$ cat src/rtl/lcd_seq_pkg.sv
package lcd_seq_pkg;
  localparam int ADDR_W  = 16;
  localparam int HN_W    = 7;
  localparam int VR_W    = 8;
  localparam int VP_W    = 4;
  localparam int BLANK_N = 8;
  localparam int POS_W   = HN_W + 1;

  typedef struct packed {
    logic             phase;
    logic             rowStep;
    logic             frameEnd;
    logic [POS_W-1:0] charPos;
  } seqCtrl_t;
endpackage

$ cat src/rtl/lcd_seq_ctrl.sv
module lcd_seq_ctrl
  import lcd_seq_pkg::*;
(
  input  logic            clk,
  input  logic            rst,
  input  logic            chTick,
  input  logic            graphicMode,
  input  logic [HN_W-1:0] hnM1,
  input  logic [VR_W-1:0] vrM1,
  input  logic [VP_W-1:0] vpM1,
  output seqCtrl_t        ctrl,
  output logic [VP_W-1:0] rasterAddr,
  output logic            lineLatch,
  output logic            chipEnClk,
  output logic            busy,
  output logic            frameStrobe,
  output logic            acInvert
);
  localparam int SLOT_W = $clog2(BLANK_N);

  logic             phase;
  logic [POS_W-1:0] charPos;
  logic [VR_W-1:0]  lineCnt;
  logic [VP_W-1:0]  rasterCnt;
  logic [POS_W-1:0] hnCount;
  logic [POS_W-1:0] lastPos;
  logic [POS_W-1:0] slotWide;
  logic [SLOT_W-1:0] slot;
  logic             inBlank;
  logic             charAdv;
  logic             lineEnd;
  logic             frameEnd;
  logic             rowStep;

  assign hnCount  = {1'b0, hnM1} + POS_W'(1);
  assign lastPos  = {1'b0, hnM1} + POS_W'(BLANK_N);
  assign charAdv  = chTick & phase;
  assign lineEnd  = charAdv & (charPos == lastPos);
  assign frameEnd = lineEnd & (lineCnt == vrM1);
  assign rowStep  = lineEnd & ~frameEnd & (graphicMode | (rasterCnt == vpM1));

  always_ff @(posedge clk) begin
    if (rst) begin
      phase     <= 1'b0;
      charPos   <= '0;
      lineCnt   <= '0;
      rasterCnt <= '0;
      acInvert  <= 1'b0;
    end else begin
      if (chTick) phase <= ~phase;
      if (charAdv) charPos <= lineEnd ? '0 : charPos + POS_W'(1);
      if (frameEnd) begin
        lineCnt   <= '0;
        rasterCnt <= '0;
        acInvert  <= ~acInvert;
      end else if (lineEnd) begin
        lineCnt <= lineCnt + VR_W'(1);
        if (graphicMode || rasterCnt == vpM1) rasterCnt <= '0;
        else rasterCnt <= rasterCnt + VP_W'(1);
      end
    end
  end

  assign inBlank  = charPos >= hnCount;
  assign slotWide = charPos - hnCount;
  assign slot     = slotWide[SLOT_W-1:0];

  assign lineLatch   = inBlank && (slot <= SLOT_W'(1));
  assign chipEnClk   = inBlank && (slot == SLOT_W'(2));
  assign busy        = inBlank && (slot != '0);
  assign frameStrobe = (lineCnt == '0);
  assign rasterAddr  = graphicMode ? '0 : rasterCnt;

  assign ctrl.phase    = phase;
  assign ctrl.rowStep  = rowStep;
  assign ctrl.frameEnd = frameEnd;
  assign ctrl.charPos  = charPos;
endmodule

$ cat src/rtl/lcd_seq_addr.sv
module lcd_seq_addr
  import lcd_seq_pkg::*;
(
  input  logic              clk,
  input  logic              rst,
  input  seqCtrl_t          ctrl,
  input  logic [ADDR_W-1:0] startAddr,
  input  logic [HN_W-1:0]   hnM1,
  input  logic [VR_W-1:0]   vrM1,
  input  logic [VP_W-1:0]   vpM1,
  input  logic              graphicMode,
  output logic [ADDR_W-1:0] memAddr
);
  localparam int PROD_W = ADDR_W + VR_W + 1;

  logic [ADDR_W-1:0] rowBase;
  logic [ADDR_W-1:0] hnWide;
  logic [VR_W:0]     vrCount;
  logic [VP_W:0]     vpCount;
  logic [VR_W:0]     rowsHalf;
  logic [PROD_W-1:0] offsetProd;
  logic [ADDR_W-1:0] halfOffset;
  logic [ADDR_W-1:0] upperAddr;
  logic [ADDR_W-1:0] lowerAddr;

  assign hnWide   = {{(ADDR_W-HN_W){1'b0}}, hnM1} + ADDR_W'(1);
  assign vrCount  = {1'b0, vrM1} + (VR_W+1)'(1);
  assign vpCount  = {1'b0, vpM1} + (VP_W+1)'(1);
  assign rowsHalf = graphicMode ? vrCount
                                : vrCount / {{(VR_W-VP_W){1'b0}}, vpCount};
  assign offsetProd = {{ADDR_W{1'b0}}, rowsHalf} * {{(VR_W+1){1'b0}}, hnWide};
  assign halfOffset = offsetProd[ADDR_W-1:0];

  always_ff @(posedge clk) begin
    if (rst || ctrl.frameEnd) rowBase <= startAddr;
    else if (ctrl.rowStep)    rowBase <= rowBase + hnWide;
  end

  assign upperAddr = rowBase + {{(ADDR_W-POS_W){1'b0}}, ctrl.charPos};
  assign lowerAddr = upperAddr + halfOffset;
  assign memAddr   = ctrl.phase ? lowerAddr : upperAddr;
endmodule

$ cat src/rtl/lcd_refresh_seq.sv
module lcd_refresh_seq
  import lcd_seq_pkg::*;
(
  input  logic              clk,
  input  logic              rst,
  input  logic              chTick,
  input  logic [ADDR_W-1:0] startAddr,
  input  logic [HN_W-1:0]   hnM1,
  input  logic [VR_W-1:0]   vrM1,
  input  logic [VP_W-1:0]   vpM1,
  input  logic              graphicMode,
  output logic [ADDR_W-1:0] memAddr,
  output logic [VP_W-1:0]   rasterAddr,
  output logic              charClk,
  output logic              lineLatch,
  output logic              chipEnClk,
  output logic              busy,
  output logic              frameStrobe,
  output logic              acInvert
);
  seqCtrl_t ctrl;

  lcd_seq_ctrl u_ctrl (
    .clk(clk), .rst(rst), .chTick(chTick), .graphicMode(graphicMode),
    .hnM1(hnM1), .vrM1(vrM1), .vpM1(vpM1), .ctrl(ctrl),
    .rasterAddr(rasterAddr), .lineLatch(lineLatch), .chipEnClk(chipEnClk),
    .busy(busy), .frameStrobe(frameStrobe), .acInvert(acInvert)
  );

  lcd_seq_addr u_addr (
    .clk(clk), .rst(rst), .ctrl(ctrl), .startAddr(startAddr),
    .hnM1(hnM1), .vrM1(vrM1), .vpM1(vpM1), .graphicMode(graphicMode),
    .memAddr(memAddr)
  );

  assign charClk = ctrl.phase;
endmodule

$ cat config.mk
export PLATFORM = sky130hd
export DESIGN_NAME = lcd_refresh_seq
export DESIGN_NICKNAME = d
export VERILOG_FILES = /design/src/rtl/lcd_seq_pkg.sv /design/src/rtl/lcd_seq_ctrl.sv /design/src/rtl/lcd_seq_addr.sv /design/src/rtl/lcd_refresh_seq.sv
export SDC_FILE = /design/constraint.sdc
export NUM_CORES = 1
export LEC_CHECK = 0
export BUFFER_PORTS_ARGS = -buffer_cell sky130_fd_sc_hd__buf_2
export CAP_MARGIN = 40
export CORE_MARGIN = 2
export CORE_UTILIZATION = 59
export CTS_BUF_LIST = sky130_fd_sc_hd__clkbuf_8
export DETAILED_ROUTE_END_ITERATION = 6
export PLACE_DENSITY_LB_ADDON = 0.25
export SYNTH_ARGS = -nofsm -noshare
export SYNTH_HDL_FRONTEND = slang
export SYNTH_HIERARCHICAL = 1
export SYNTH_SLANG_ARGS = --single-unit
$ cat constraint.sdc
create_clock -name clk -period 23.2 [get_ports clk]
set_input_delay 2.32 -clock clk [delete_from_list [all_inputs] [get_ports clk]]
set_output_delay 2.32 -clock clk [all_outputs]
set_load 0.05 [all_outputs]
==> results of run 1 <==
[registers in the layout, summed over array words and instances, names as in the netlist]
register          count
u_ctrl/rasterCnt      4
u_ctrl/phase          1
u_addr/rowBase       16
u_ctrl/charPos        8
u_ctrl/lineCnt        8
u_ctrl/acInvert       1
[stage by stage]
step	instance area, um2	hold WS [ns]	setup WS [ns]	std cells	utilization, %
floorplan	8030	0.485	2.66	996	-
global placement	8480	0.472	1.57	1217	64.0
detailed placement	8490	0.496	0.864	1218	64.1
CTS	8600	0.514	0.833	1226	65.0
global route	8640	0.536	0.0296	1226	65.2
finish	8640	0.506	1.29	1226	65.2
[critical path, delay by kind of cell]
| family | cells | cell delay (ns) |
|---|---|---|
| compound gates | 35 | 6.92 |
| simple gates | 19 | 3.38 |
| fa+ha+maj | 14 | 5.02 |
| xor+xnor | 1 | 0.14 |
| mux | 3 | 1.15 |
| buf+inv | 3 | 0.61 |
[per-layer routing]
metal / up-vias / share of wire, % / wire length (um)
met3: 27 / 4.8 / 890
li1: 3514 / - / -
met2: 182 / 45 / 8480
met5: - / 0 / 0
met4: 0 / 2.1 / 385
met1: 3326 / 48 / 8970
[cell type report]
type                    instances  area (um2)  share of cell area, %
multi-input cells             820        6600                   76.4
flip-flops and latches         38         921                   10.7
inverters                     117         439                   5.08
repair buffers                 67         343                   3.97
well taps                     176         220                   2.55
clock buffers                   6        82.6                  0.956
clock inverters                 2        33.8                  0.391
[synth_stat cells, types with 3 or more instances]
| library cell | n | area, um2 |
|---|---|---|
| sky130_fd_sc_hd__nand2_1 | 108 | 405 |
| sky130_fd_sc_hd__o21ai_0 | 44 | 220 |
| sky130_fd_sc_hd__or2_2 | 8 | 50.1 |
| sky130_fd_sc_hd__or3_1 | 9 | 56.3 |
| sky130_fd_sc_hd__clkbuf_1 | 14 | 52.6 |
| sky130_fd_sc_hd__o21ai_1 | 6 | 30.0 |
| sky130_fd_sc_hd__edfxtp_1 | 16 | 480 |
| sky130_fd_sc_hd__dfxtp_1 | 22 | 440 |
| sky130_fd_sc_hd__ha_1 | 104 | 1300 |
| sky130_fd_sc_hd__nor4_1 | 5 | 31.3 |
| sky130_fd_sc_hd__o211ai_1 | 4 | 30.0 |
| sky130_fd_sc_hd__nor3b_1 | 5 | 37.5 |
| sky130_fd_sc_hd__nor2b_1 | 11 | 68.8 |
| sky130_fd_sc_hd__o211a_1 | 4 | 40.0 |
| sky130_fd_sc_hd__nand3_2 | 3 | 30.0 |
| sky130_fd_sc_hd__buf_4 | 4 | 30.0 |
| sky130_fd_sc_hd__a21oi_1 | 50 | 250 |
| sky130_fd_sc_hd__a21o_1 | 16 | 120 |
| sky130_fd_sc_hd__xnor2_1 | 54 | 473 |
| sky130_fd_sc_hd__o21a_1 | 16 | 120 |
| sky130_fd_sc_hd__and3_1 | 12 | 75.1 |
| sky130_fd_sc_hd__inv_1 | 116 | 435 |
| sky130_fd_sc_hd__fa_1 | 59 | 1180 |
| sky130_fd_sc_hd__and2_1 | 11 | 68.8 |
| sky130_fd_sc_hd__mux2_2 | 12 | 135 |
| sky130_fd_sc_hd__a21boi_0 | 3 | 22.5 |
| sky130_fd_sc_hd__a21boi_1 | 4 | 30.0 |
| sky130_fd_sc_hd__nor2_1 | 82 | 308 |
| sky130_fd_sc_hd__nand2b_1 | 17 | 106 |
| sky130_fd_sc_hd__nor3_1 | 26 | 130 |
| sky130_fd_sc_hd__o31ai_1 | 3 | 22.5 |
| sky130_fd_sc_hd__nand3b_1 | 5 | 37.5 |
| sky130_fd_sc_hd__nand3_1 | 29 | 145 |
| sky130_fd_sc_hd__o21bai_1 | 6 | 45.0 |
| sky130_fd_sc_hd__mux2i_1 | 6 | 60.1 |
| sky130_fd_sc_hd__a211oi_1 | 4 | 30.0 |
| sky130_fd_sc_hd__xor2_1 | 39 | 342 |
| sky130_fd_sc_hd__a32o_1 | 4 | 40.0 |
[kinds of logic after synthesis]
kind of cell | Yosys count | share of synthesized area [%]
muxes | 20 | 2.79
xor gates and xnor gates | 93 | 10.1
and+or+nand+nor | 347 | 21.0
adders and majority gates | 163 | 30.9
buffers and inverters | 138 | 6.76
AOI/OAI and AO/OA | 197 | 16.9
DFF | 38 | 11.5
[placed cells by master (no fill, tap or decap), types with 16 or more instances in the layout]
| cell type | Yosys | routed |
|---|---|---|
| sky130_fd_sc_hd__a21oi_1 | 50 | 48 |
| sky130_fd_sc_hd__nor3_1 | 26 | 26 |
| sky130_fd_sc_hd__nor2_1 | 82 | 81 |
| sky130_fd_sc_hd__ha_1 | 104 | 104 |
| sky130_fd_sc_hd__dfxtp_1 | 22 | 22 |
| sky130_fd_sc_hd__nand2_1 | 108 | 108 |
| sky130_fd_sc_hd__nand2b_1 | 17 | 17 |
| sky130_fd_sc_hd__o21a_1 | 16 | 16 |
| sky130_fd_sc_hd__edfxtp_1 | 16 | 16 |
| sky130_fd_sc_hd__inv_1 | 116 | 117 |
| sky130_fd_sc_hd__nand3_1 | 29 | 29 |
| sky130_fd_sc_hd__xor2_1 | 39 | 39 |
| sky130_fd_sc_hd__fa_1 | 59 | 59 |
| sky130_fd_sc_hd__buf_2 | 2 | 64 |
| sky130_fd_sc_hd__a21o_1 | 16 | 16 |
| sky130_fd_sc_hd__xnor2_1 | 54 | 54 |
| sky130_fd_sc_hd__o21ai_0 | 44 | 44 |
[path summary, 6_finish.rpt]
path / from / endpoint / slack, ns / depth (start not counted)
min reg2reg: u_ctrl/acInvert$_SDFFE_PP0P_ / u_ctrl/acInvert$_SDFFE_PP0P_ / 0.51 / 2
max: vpM1[0] / memAddr[15] / 1.29 / 75
max reg2reg: u_addr/rowBase[0]$_DFFE_PP_ / u_addr/rowBase[14]$_DFFE_PP_ / 20.23 / 12
min: u_ctrl/acInvert$_SDFFE_PP0P_ / u_ctrl/acInvert$_SDFFE_PP0P_ / 0.51 / 2
[timing repair]
action                     CTS  global route
setup endpoints to repair    0             5
resized for setup            0             7
hold buffers                 0             0
==> flow_metrics.py, run 1 <==
metrics = {
    "timing": {
        "post-route-min-period_ns": 21.91,
        "clock-skew-final_ns": 0.0113,
        "finalSetupTns_ns": 0,
        "worst_slew_pin_slew_ns": 0.872,
        "finalCritPeriodShare_pct": 94.4,
        "rsz0062_at_grt": "no",
        "timing.final.max_slew_violations": 0,
        "finalSetupViolCount": 0,
        "max-slew-margin-rel_pct": 41.8,
        "timing.final.hold_violations": 0,
        "fmaxAchievable_ghz": 0.0456,
    },
    "global_route": {
        "global_route.usage.met3_pct": 2.12,
        "global_route.usage.total_pct": 26.3,
        "vias_in_the_first_global_route": 6726,
        "gr-usage-met2_pct": 43.0,
        "grt_start_max_net_pins": 31,
        "top_usage_layer": "met2",
        "grt_antenna_before_repair": 0,
        "first_pass_grt_wire_length_um": 31200,
        "grt.overflow.total": 0,
        "gr-usage-met1_pct": 37.2,
    },
    "clocking": {
        "path_clk_slew_ns": 0.07,
        "post-cts-setup-buffer-count": 0,
        "root_buffer": "sky130_fd_sc_hd__clkbuf_8",
        "clock_sink_count": 38,
        "clock_tree.htree_level_count": 2,
        "max-clock-path-buffers": 2,
        "clock_latency_reported_for_the_late_side_of_the_worst_skew_pair_ns": 0.29,
        "cts-buffers-inserted": 5,
        "tritoncts_clock_tree": "done",
    },
    "setup_path": {
        "crit_path_top_delay_cell": "sky130_fd_sc_hd__fa_1",
        "critical_path_required_ns": 20.88,
        "setup.worst_path.class": "primary input to output pin",
        "crit_path_max_incr_delay_ns": 0.55,
        "data_arrival_time_at_the_worst_slack_endpoint_ns": 19.59,
        "critical_path_peak_fanout": 13,
        "critical_path.endpoint_type": "output pin",
        "start_kind": "primary input",
    },
    "synth": {
        "synth.avg_cell_area_um2": 8.06,
        "number_of_synthesis_warnings": 6,
        "syn-num-nets": 1198,
        "asyncSetResetFlopFracSynth_pct": 0,
        "synth_top_flop_cell": "sky130_fd_sc_hd__dfxtp_1",
        "post_synth_instance_area_mm2": 0.00803,
        "seq_area_frac_synth_pct": 11.5,
        "synth.lib_cells_used.distinct": 82,
        "synth_enable_flop_cells": 16,
        "syn-instance-count": 996,
        "synth.ff_latch_count": 38,
    },
    "job": {
        "max_cap_viol_count": 0,
    },
    "layout": {
        "proportion_of_layout_cells_with_a_drive_suffix_above_1_pct": 11.5,
        "num_antenna_cells": 0,
        "layout.nets": 1251,
        "layout.filler_cells": 1172,
        "synthToLayoutAreaGrowth_pct": 7.64,
    },
    "detailed_routing": {
        "drt_first_pass_iters": 5,
        "detail_route.iter0.violations": 370,
        "drt_wl_total_um": 18700,
        "wl_per_cell_um": 15.3,
        "drt_drc_violations_left": 0,
        "viasPerCell": 5.75,
        "drt.antenna.violating_nets": 0,
        "vias": 7049,
    },
    "hold_path": {
        "holdCritPathClass": "flip-flop to flip-flop",
    },
    "die": {
        "row_count": 42,
        "die_w_um": 121,
        "chipHeight_um": 121,
        "design.core.area_mm2": 0.0132,
        "floorplan.initialDensity_pct": 60.6,
        "die_area_mm2": 0.0146,
        "top_level_ports": 65,
    },
    "place": {
        "post_dp_hpwl_um": 15500,
        "gp_congestion": 0.932,
        "port_buffers": 64,
    },
    "status": {
        "status": "finished clean",
    },
}
Power of run 1 is not shown: default switching activity piles up to over one toggle a cycle in this logic, so the estimate is an artifact.
==> run 2, diff against run 1 <==
CELL_PAD_IN_SITES_DETAIL_PLACEMENT = 1   (was default)
CELL_PAD_IN_SITES_GLOBAL_PLACEMENT = 2   (was default)
CORE_UTILIZATION = 38   (was 59)
==> run 2 against run 1 <==
  * Non-clock buffer count up 4
  * First-iteration DRC count is 42% lower
  * Critical path type unchanged
  * Wire length grew 19%
  * Clock-buffer cell count unchanged
  * Global-route usage shrank 5.6 points
  * Largest cell class unchanged
==> flow_metrics.py, run 2 (synthesis gave the netlist of run 1 again) <==
metrics = {
    "clocking": {
        "max-clock-path-buffers": 2,
        "clock_sink_count": 38,
        "ctsHoldBuffers": 0,
        "clock_latency_reported_for_the_late_side_of_the_worst_skew_pair_ns": 0.31,
        "cts-buffers-inserted": 5,
        "clock_tree.htree_level_count": 2,
        "tritoncts_clock_tree": "done",
        "path_clk_slew_ns": 0.09,
        "root_buffer": "sky130_fd_sc_hd__clkbuf_8",
    },
    "global_route": {
        "grt_start_max_net_pins": 31,
        "grt.overflow.total": 0,
        "first_pass_grt_wire_length_um": 37200,
        "grt_antenna_before_repair": 1,
        "global_route.usage.total_pct": 20.7,
        "vias_in_the_first_global_route": 7411,
    },
    "detailed_routing": {
        "vias": 6976,
        "wl_per_cell_um": 16.7,
        "drt_drc_violations_left": 0,
        "viasPerCell": 5.25,
        "detail_route.iter0.violations": 216,
        "drt_first_pass_iters": 4,
        "drt.antenna.violating_nets": 0,
        "drt_wl_total_um": 22200,
    },
    "timing": {
        "post-route-min-period_ns": 21.99,
        "fmaxAchievable_ghz": 0.0455,
        "timing.final.hold_violations": 0,
        "max-slew-margin-rel_pct": 48.1,
        "finalCritPeriodShare_pct": 94.8,
        "timing.final.max_slew_violations": 0,
        "finalSetupViolCount": 0,
        "clock-skew-final_ns": 0.0131,
        "finalSetupTns_ns": 0,
        "finalWorstSetupSlack_ns": 1.21,
        "worst_slew_pin_slew_ns": 0.776,
        "final.hold.worst_slack_ns": 0.499,
    },
    "setup_path": {
        "timing.critical_path.max_delay_family": "compound AO/OA/AOI/OAI gates",
        "critical_path_required_ns": 20.88,
        "slack_of_the_worst_reg_to_reg_path_ns": 20.19,
        "crit_path_max_incr_delay_ns": 0.58,
        "most_frequent_cell_on_the_critical_path": "sky130_fd_sc_hd__ha_1",
        "timing.critical_path.buf_inv": 6,
        "data_arrival_time_at_the_worst_slack_endpoint_ns": 19.67,
        "setup.worst_path.class": "primary input to output pin",
        "timing.reg2reg.worst_path_depth": 12,
        "regToRegEndpoint": "u_addr/rowBase[14]$_DFFE_PP_",
        "start_kind": "primary input",
        "critical_path.endpoint_type": "output pin",
        "crit_path_top_delay_cell": "sky130_fd_sc_hd__or4_1",
        "startpoint_of_the_worst_register_to_register_path": "u_addr/rowBase[0]$_DFFE_PP_",
        "critical_path_peak_fanout": 13,
    },
    "hold_path": {
        "start_point_of_the_worst_min_delay_path": "u_ctrl/acInvert$_SDFFE_PP0P_",
        "holdCritPathClass": "flip-flop to flip-flop",
        "min_path_cells": 2,
        "min_delay_worst_endpoint": "u_ctrl/acInvert$_SDFFE_PP0P_",
    },
    "layout": {
        "layout.nets": 1255,
        "max_flop_register": "u_addr/rowBase",
        "proportion_of_layout_cells_with_a_drive_suffix_above_1_pct": 12.4,
        "mostFrequentLayoutCell": "sky130_fd_sc_hd__inv_1",
        "largest_reg_flops": 16,
        "num_antenna_cells": 0,
        "layout_common_cells": "sky130_fd_sc_hd__inv_1, sky130_fd_sc_hd__nand2_1, sky130_fd_sc_hd__ha_1, sky130_fd_sc_hd__nor2_1, sky130_fd_sc_hd__buf_2",
        "synthToLayoutAreaGrowth_pct": 9.96,
        "reg_top3": "u_addr/rowBase (16), u_ctrl/charPos (8), u_ctrl/lineCnt (8)",
    },
    "place": {
        "port_buffers": 64,
        "gp_congestion": 0.855,
        "preCtsSetupSlack_ns": 0.529,
        "post_dp_hpwl_um": 18500,
    },
    "status": {
        "status": "finished clean",
    },
    "die": {
        "top_level_ports": 65,
        "die_w_um": 149,
        "floorplan.initialDensity_pct": 38.4,
        "die_area_mm2": 0.0223,
        "chipHeight_um": 149,
        "design.core.area_mm2": 0.0209,
        "row_count": 53,
    },
    "job": {
        "max_cap_viol_count": 0,
    },
}
[run 2: worst register-to-register path, delay by kind of cell (launching register included)]
family,cells,cell delay (ns)
adder cells (fa/ha/maj),2,0.64
flip-flops,1,0.41
AO/OA/AOI/OAI,7,1.32
AND/OR/NAND/NOR,2,0.25
XOR/XNOR,1,0.14
[run 2: worst max path at each step]
stage                     startpoint     endpoint  slack [ns]  depth (start not counted)
final                        vpM1[0]  memAddr[15]        1.21                         78
after CTS                    vpM1[0]  memAddr[15]        0.45                         76
after floorplan              vpM1[0]  memAddr[15]        2.66                         75
after global routing         vpM1[0]  memAddr[15]       -0.10                         80
after global placement       vpM1[0]  memAddr[15]        1.06                         75
after detailed placement     vpM1[0]  memAddr[15]        0.53                         76
[run 2: final cells by class]
type	count	area [um2]
Clock buffer	6	82.6
Sequential cell	38	921
Fill cell	2588	12100
Inverter	117	439
Multi-Input combinational cell	820	6650
Clock inverter	2	11.3
Tap cell	275	344
Timing Repair Buffer	71	375
[run 2: through the flow]
stage                     std cells  util [%]  instance area [um2]
after floorplan                 996         -                 8030
after global placement         1316      41.2                 8600
after detailed placement       1319      41.3                 8630
after CTS                      1327      41.7                 8720
after global routing           1329      42.3                 8830
final                          1329      42.3                 8830
[run 2: timing repair]
action | CTS | global route
buffers inserted | 0 | 2
endpoints found under the setup margin | 0 | 7
gates resized for setup | 0 | 17
[run 2: layer usage]
metal  vias to the layer above  wire (um)  global-route usage (%)
met1                      3361      11300                    29.6
met5                         -          0                       0
met4                         0        254                    4.05
met2                        81      10200                    35.1
met3                        12        445                   0.642
li1                       3522          -                       -
Power of run 2 is left out for the same reason.
==> run 3, diff against run 2 <==
GPL_TIMING_DRIVEN = 0   (was default)
HOLD_SLACK_MARGIN = 0.02   (was default)
==> run 3 against run 2 <==
  * Utilization grew 0.75 points
  * Register-to-register slack gained 0.08 ns
  * First-iteration DRC count grew 4.6%
  * Die area is the same
  * Final cell count grew 2.0%
  * Clock-buffer cell count shrank 1
  * Sequential share of layout area shrank 0.18 points
  * Worst hold slack lost 0.012 ns
  * Cell area grew 1.8%
  * Clock skew grew 0.0037 ns
  * Critical endpoint unchanged
==> flow_metrics.py, run 3 (synthesis gave the netlist of run 1 again) <==
metrics = {
    "status": {
        "status": "finished clean",
    },
    "detailed_routing": {
        "drt.antenna.violating_nets": 0,
        "drt_first_pass_iters": 4,
        "drt_drc_violations_left": 0,
        "vias": 7130,
        "drt_wl_total_um": 22600,
        "wl_per_cell_um": 16.7,
        "viasPerCell": 5.26,
        "detail_route.iter0.violations": 226,
    },
    "timing": {
        "final.hold.worst_slack_ns": 0.487,
        "post-route-min-period_ns": 21.92,
        "max-slew-margin-rel_pct": 36.5,
        "finalSetupViolCount": 0,
        "fmaxAchievable_ghz": 0.0456,
        "worst_slew_pin_slew_ns": 0.952,
        "timing.final.max_slew_violations": 0,
        "clock-skew-final_ns": 0.0167,
        "timing.final.hold_violations": 0,
        "finalCritPeriodShare_pct": 94.5,
    },
    "clocking": {
        "tritoncts_clock_tree": "done",
        "path_clk_slew_ns": 0.09,
        "clock_latency_reported_for_the_late_side_of_the_worst_skew_pair_ns": 0.31,
        "max-clock-path-buffers": 2,
        "clock_sink_count": 38,
        "root_buffer": "sky130_fd_sc_hd__clkbuf_8",
        "cts-buffers-inserted": 5,
        "clock_tree.htree_level_count": 2,
    },
    "place": {
        "port_buffers": 64,
        "gp_congestion": 0.799,
        "post_dp_hpwl_um": 18900,
    },
    "layout": {
        "mostFrequentLayoutCell": "sky130_fd_sc_hd__inv_1",
        "layout.nets": 1282,
        "final_util_pct": 43.0,
        "max_flop_register": "u_addr/rowBase",
        "proportion_of_layout_cells_with_a_drive_suffix_above_1_pct": 13.5,
        "synthToLayoutAreaGrowth_pct": 11.9,
        "num_antenna_cells": 0,
        "largest_reg_flops": 16,
        "layout_common_cells": "sky130_fd_sc_hd__inv_1, sky130_fd_sc_hd__nand2_1, sky130_fd_sc_hd__ha_1, sky130_fd_sc_hd__nor2_1, sky130_fd_sc_hd__buf_2",
        "reg_top3": "u_addr/rowBase (16), u_ctrl/charPos (8), u_ctrl/lineCnt (8)",
        "layout.filler_cells": 2625,
    },
    "global_route": {
        "vias_in_the_first_global_route": 7445,
        "top_usage_layer": "met2",
        "grt_start_max_net_pins": 17,
        "gr-usage-met1_pct": 30.0,
        "global_route.usage.met3_pct": 1.13,
        "grt_antenna_before_repair": 0,
        "gr-usage-met2_pct": 34.6,
        "first_pass_grt_wire_length_um": 37400,
        "global_route.usage.total_pct": 20.9,
        "grt.overflow.total": 0,
    },
    "hold_path": {
        "min_delay_worst_endpoint": "u_ctrl/acInvert$_SDFFE_PP0P_",
        "holdCritPathClass": "flip-flop to flip-flop",
        "min_path_cells": 2,
        "start_point_of_the_worst_min_delay_path": "u_ctrl/acInvert$_SDFFE_PP0P_",
    },
    "setup_path": {
        "regToRegEndpoint": "u_addr/rowBase[2]$_DFFE_PP_",
        "setup.worst_path.class": "primary input to output pin",
        "data_arrival_time_at_the_worst_slack_endpoint_ns": 19.60,
        "slack_of_the_worst_reg_to_reg_path_ns": 20.27,
        "critical_path_required_ns": 20.88,
        "timing.critical_path.max_delay_family": "compound AO/OA/AOI/OAI gates",
        "critical_path.endpoint_type": "output pin",
        "crit_path_max_incr_delay_ns": 0.52,
        "most_frequent_cell_on_the_critical_path": "sky130_fd_sc_hd__ha_1",
        "startpoint_of_the_worst_register_to_register_path": "u_ctrl/charPos[0]$_SDFFE_PP0P_",
        "start_kind": "primary input",
        "crit_path_top_delay_cell": "sky130_fd_sc_hd__fa_1",
        "critical_path_peak_fanout": 13,
        "timing.critical_path.buf_inv": 8,
        "timing.reg2reg.worst_path_depth": 8,
    },
    "die": {
        "die_w_um": 149,
        "row_count": 53,
        "design.core.area_mm2": 0.0209,
        "top_level_ports": 65,
        "floorplan.initialDensity_pct": 38.4,
        "die_area_mm2": 0.0223,
        "chipHeight_um": 149,
    },
    "job": {
        "max_cap_viol_count": 0,
    },
}
==> run 3: worst reg2reg max path, delay by kind of cell (launching register included) <==
| kind | cells | cell delay, ns |
|---|---|---|
| simple gates | 3 | 1.03 |
| compound gates | 1 | 0.33 |
| buf+inv | 3 | 0.39 |
| flops | 1 | 0.46 |
| fa+ha+maj | 1 | 0.34 |
==> run 3: through the flow <==
stage	std cells	setup TNS (ns)	instance area, um2	worst slack [ns]
2_1_floorplan	996	0	8030	2.66
3_3_place_gp	1335	0	8690	0.142
3_5_place_dp	1338	-0.0176	8710	-0.0176
4_1_cts	1346	0	8830	0.0445
5_1_grt	1356	-0.0100	8980	-0.0100
6_report	1356	0	8980	1.28
==> run 3: cell type report <==
type / instances / area [um2] / area share (%)
Multi-Input combinational cell: 820 / 6640 / 74.0
Sequential cell: 38 / 921 / 10.3
Inverter: 117 / 439 / 4.89
Timing Repair Buffer: 77 / 423 / 4.71
Tap cell: 275 / 344 / 3.83
Buffer: 21 / 104 / 1.16
Clock buffer: 5 / 68.8 / 0.766
Clock inverter: 3 / 40.0 / 0.446
==> run 3: worst max-delay path by stage <==
stage | startpoint | cells after the start | endpoint | slack (ns)
finish | vpM1[0] | 81 | memAddr[15] | 1.28
global route | vpM1[0] | 81 | memAddr[15] | -0.01
detailed placement | vpM1[0] | 76 | memAddr[15] | -0.02
global placement | vpM1[0] | 75 | memAddr[15] | 0.14
CTS | vpM1[0] | 76 | memAddr[15] | 0.04
floorplan | vpM1[0] | 75 | memAddr[15] | 2.66
==> run 3: timing repair <==
| item | CTS | global route |
|---|---|---|
| pin swaps | 0 | 5 |
| endpoints found under the hold margin | 0 | 0 |
| setup buffers | 0 | 10 |
| hold buffers | 0 | 0 |
| gates resized for setup | 1 | 18 |
| endpoints found under the setup margin | 1 | 9 |
==> run 3: per-layer routing <==
layer  routed length (um)  vias to the layer above
li1                     -                     3578
met4                  399                        0
met2                10200                       81
met3                  480                       21
met5                    0                        -
met1                11500                     3450
Power of run 3 is left out for the same reason.
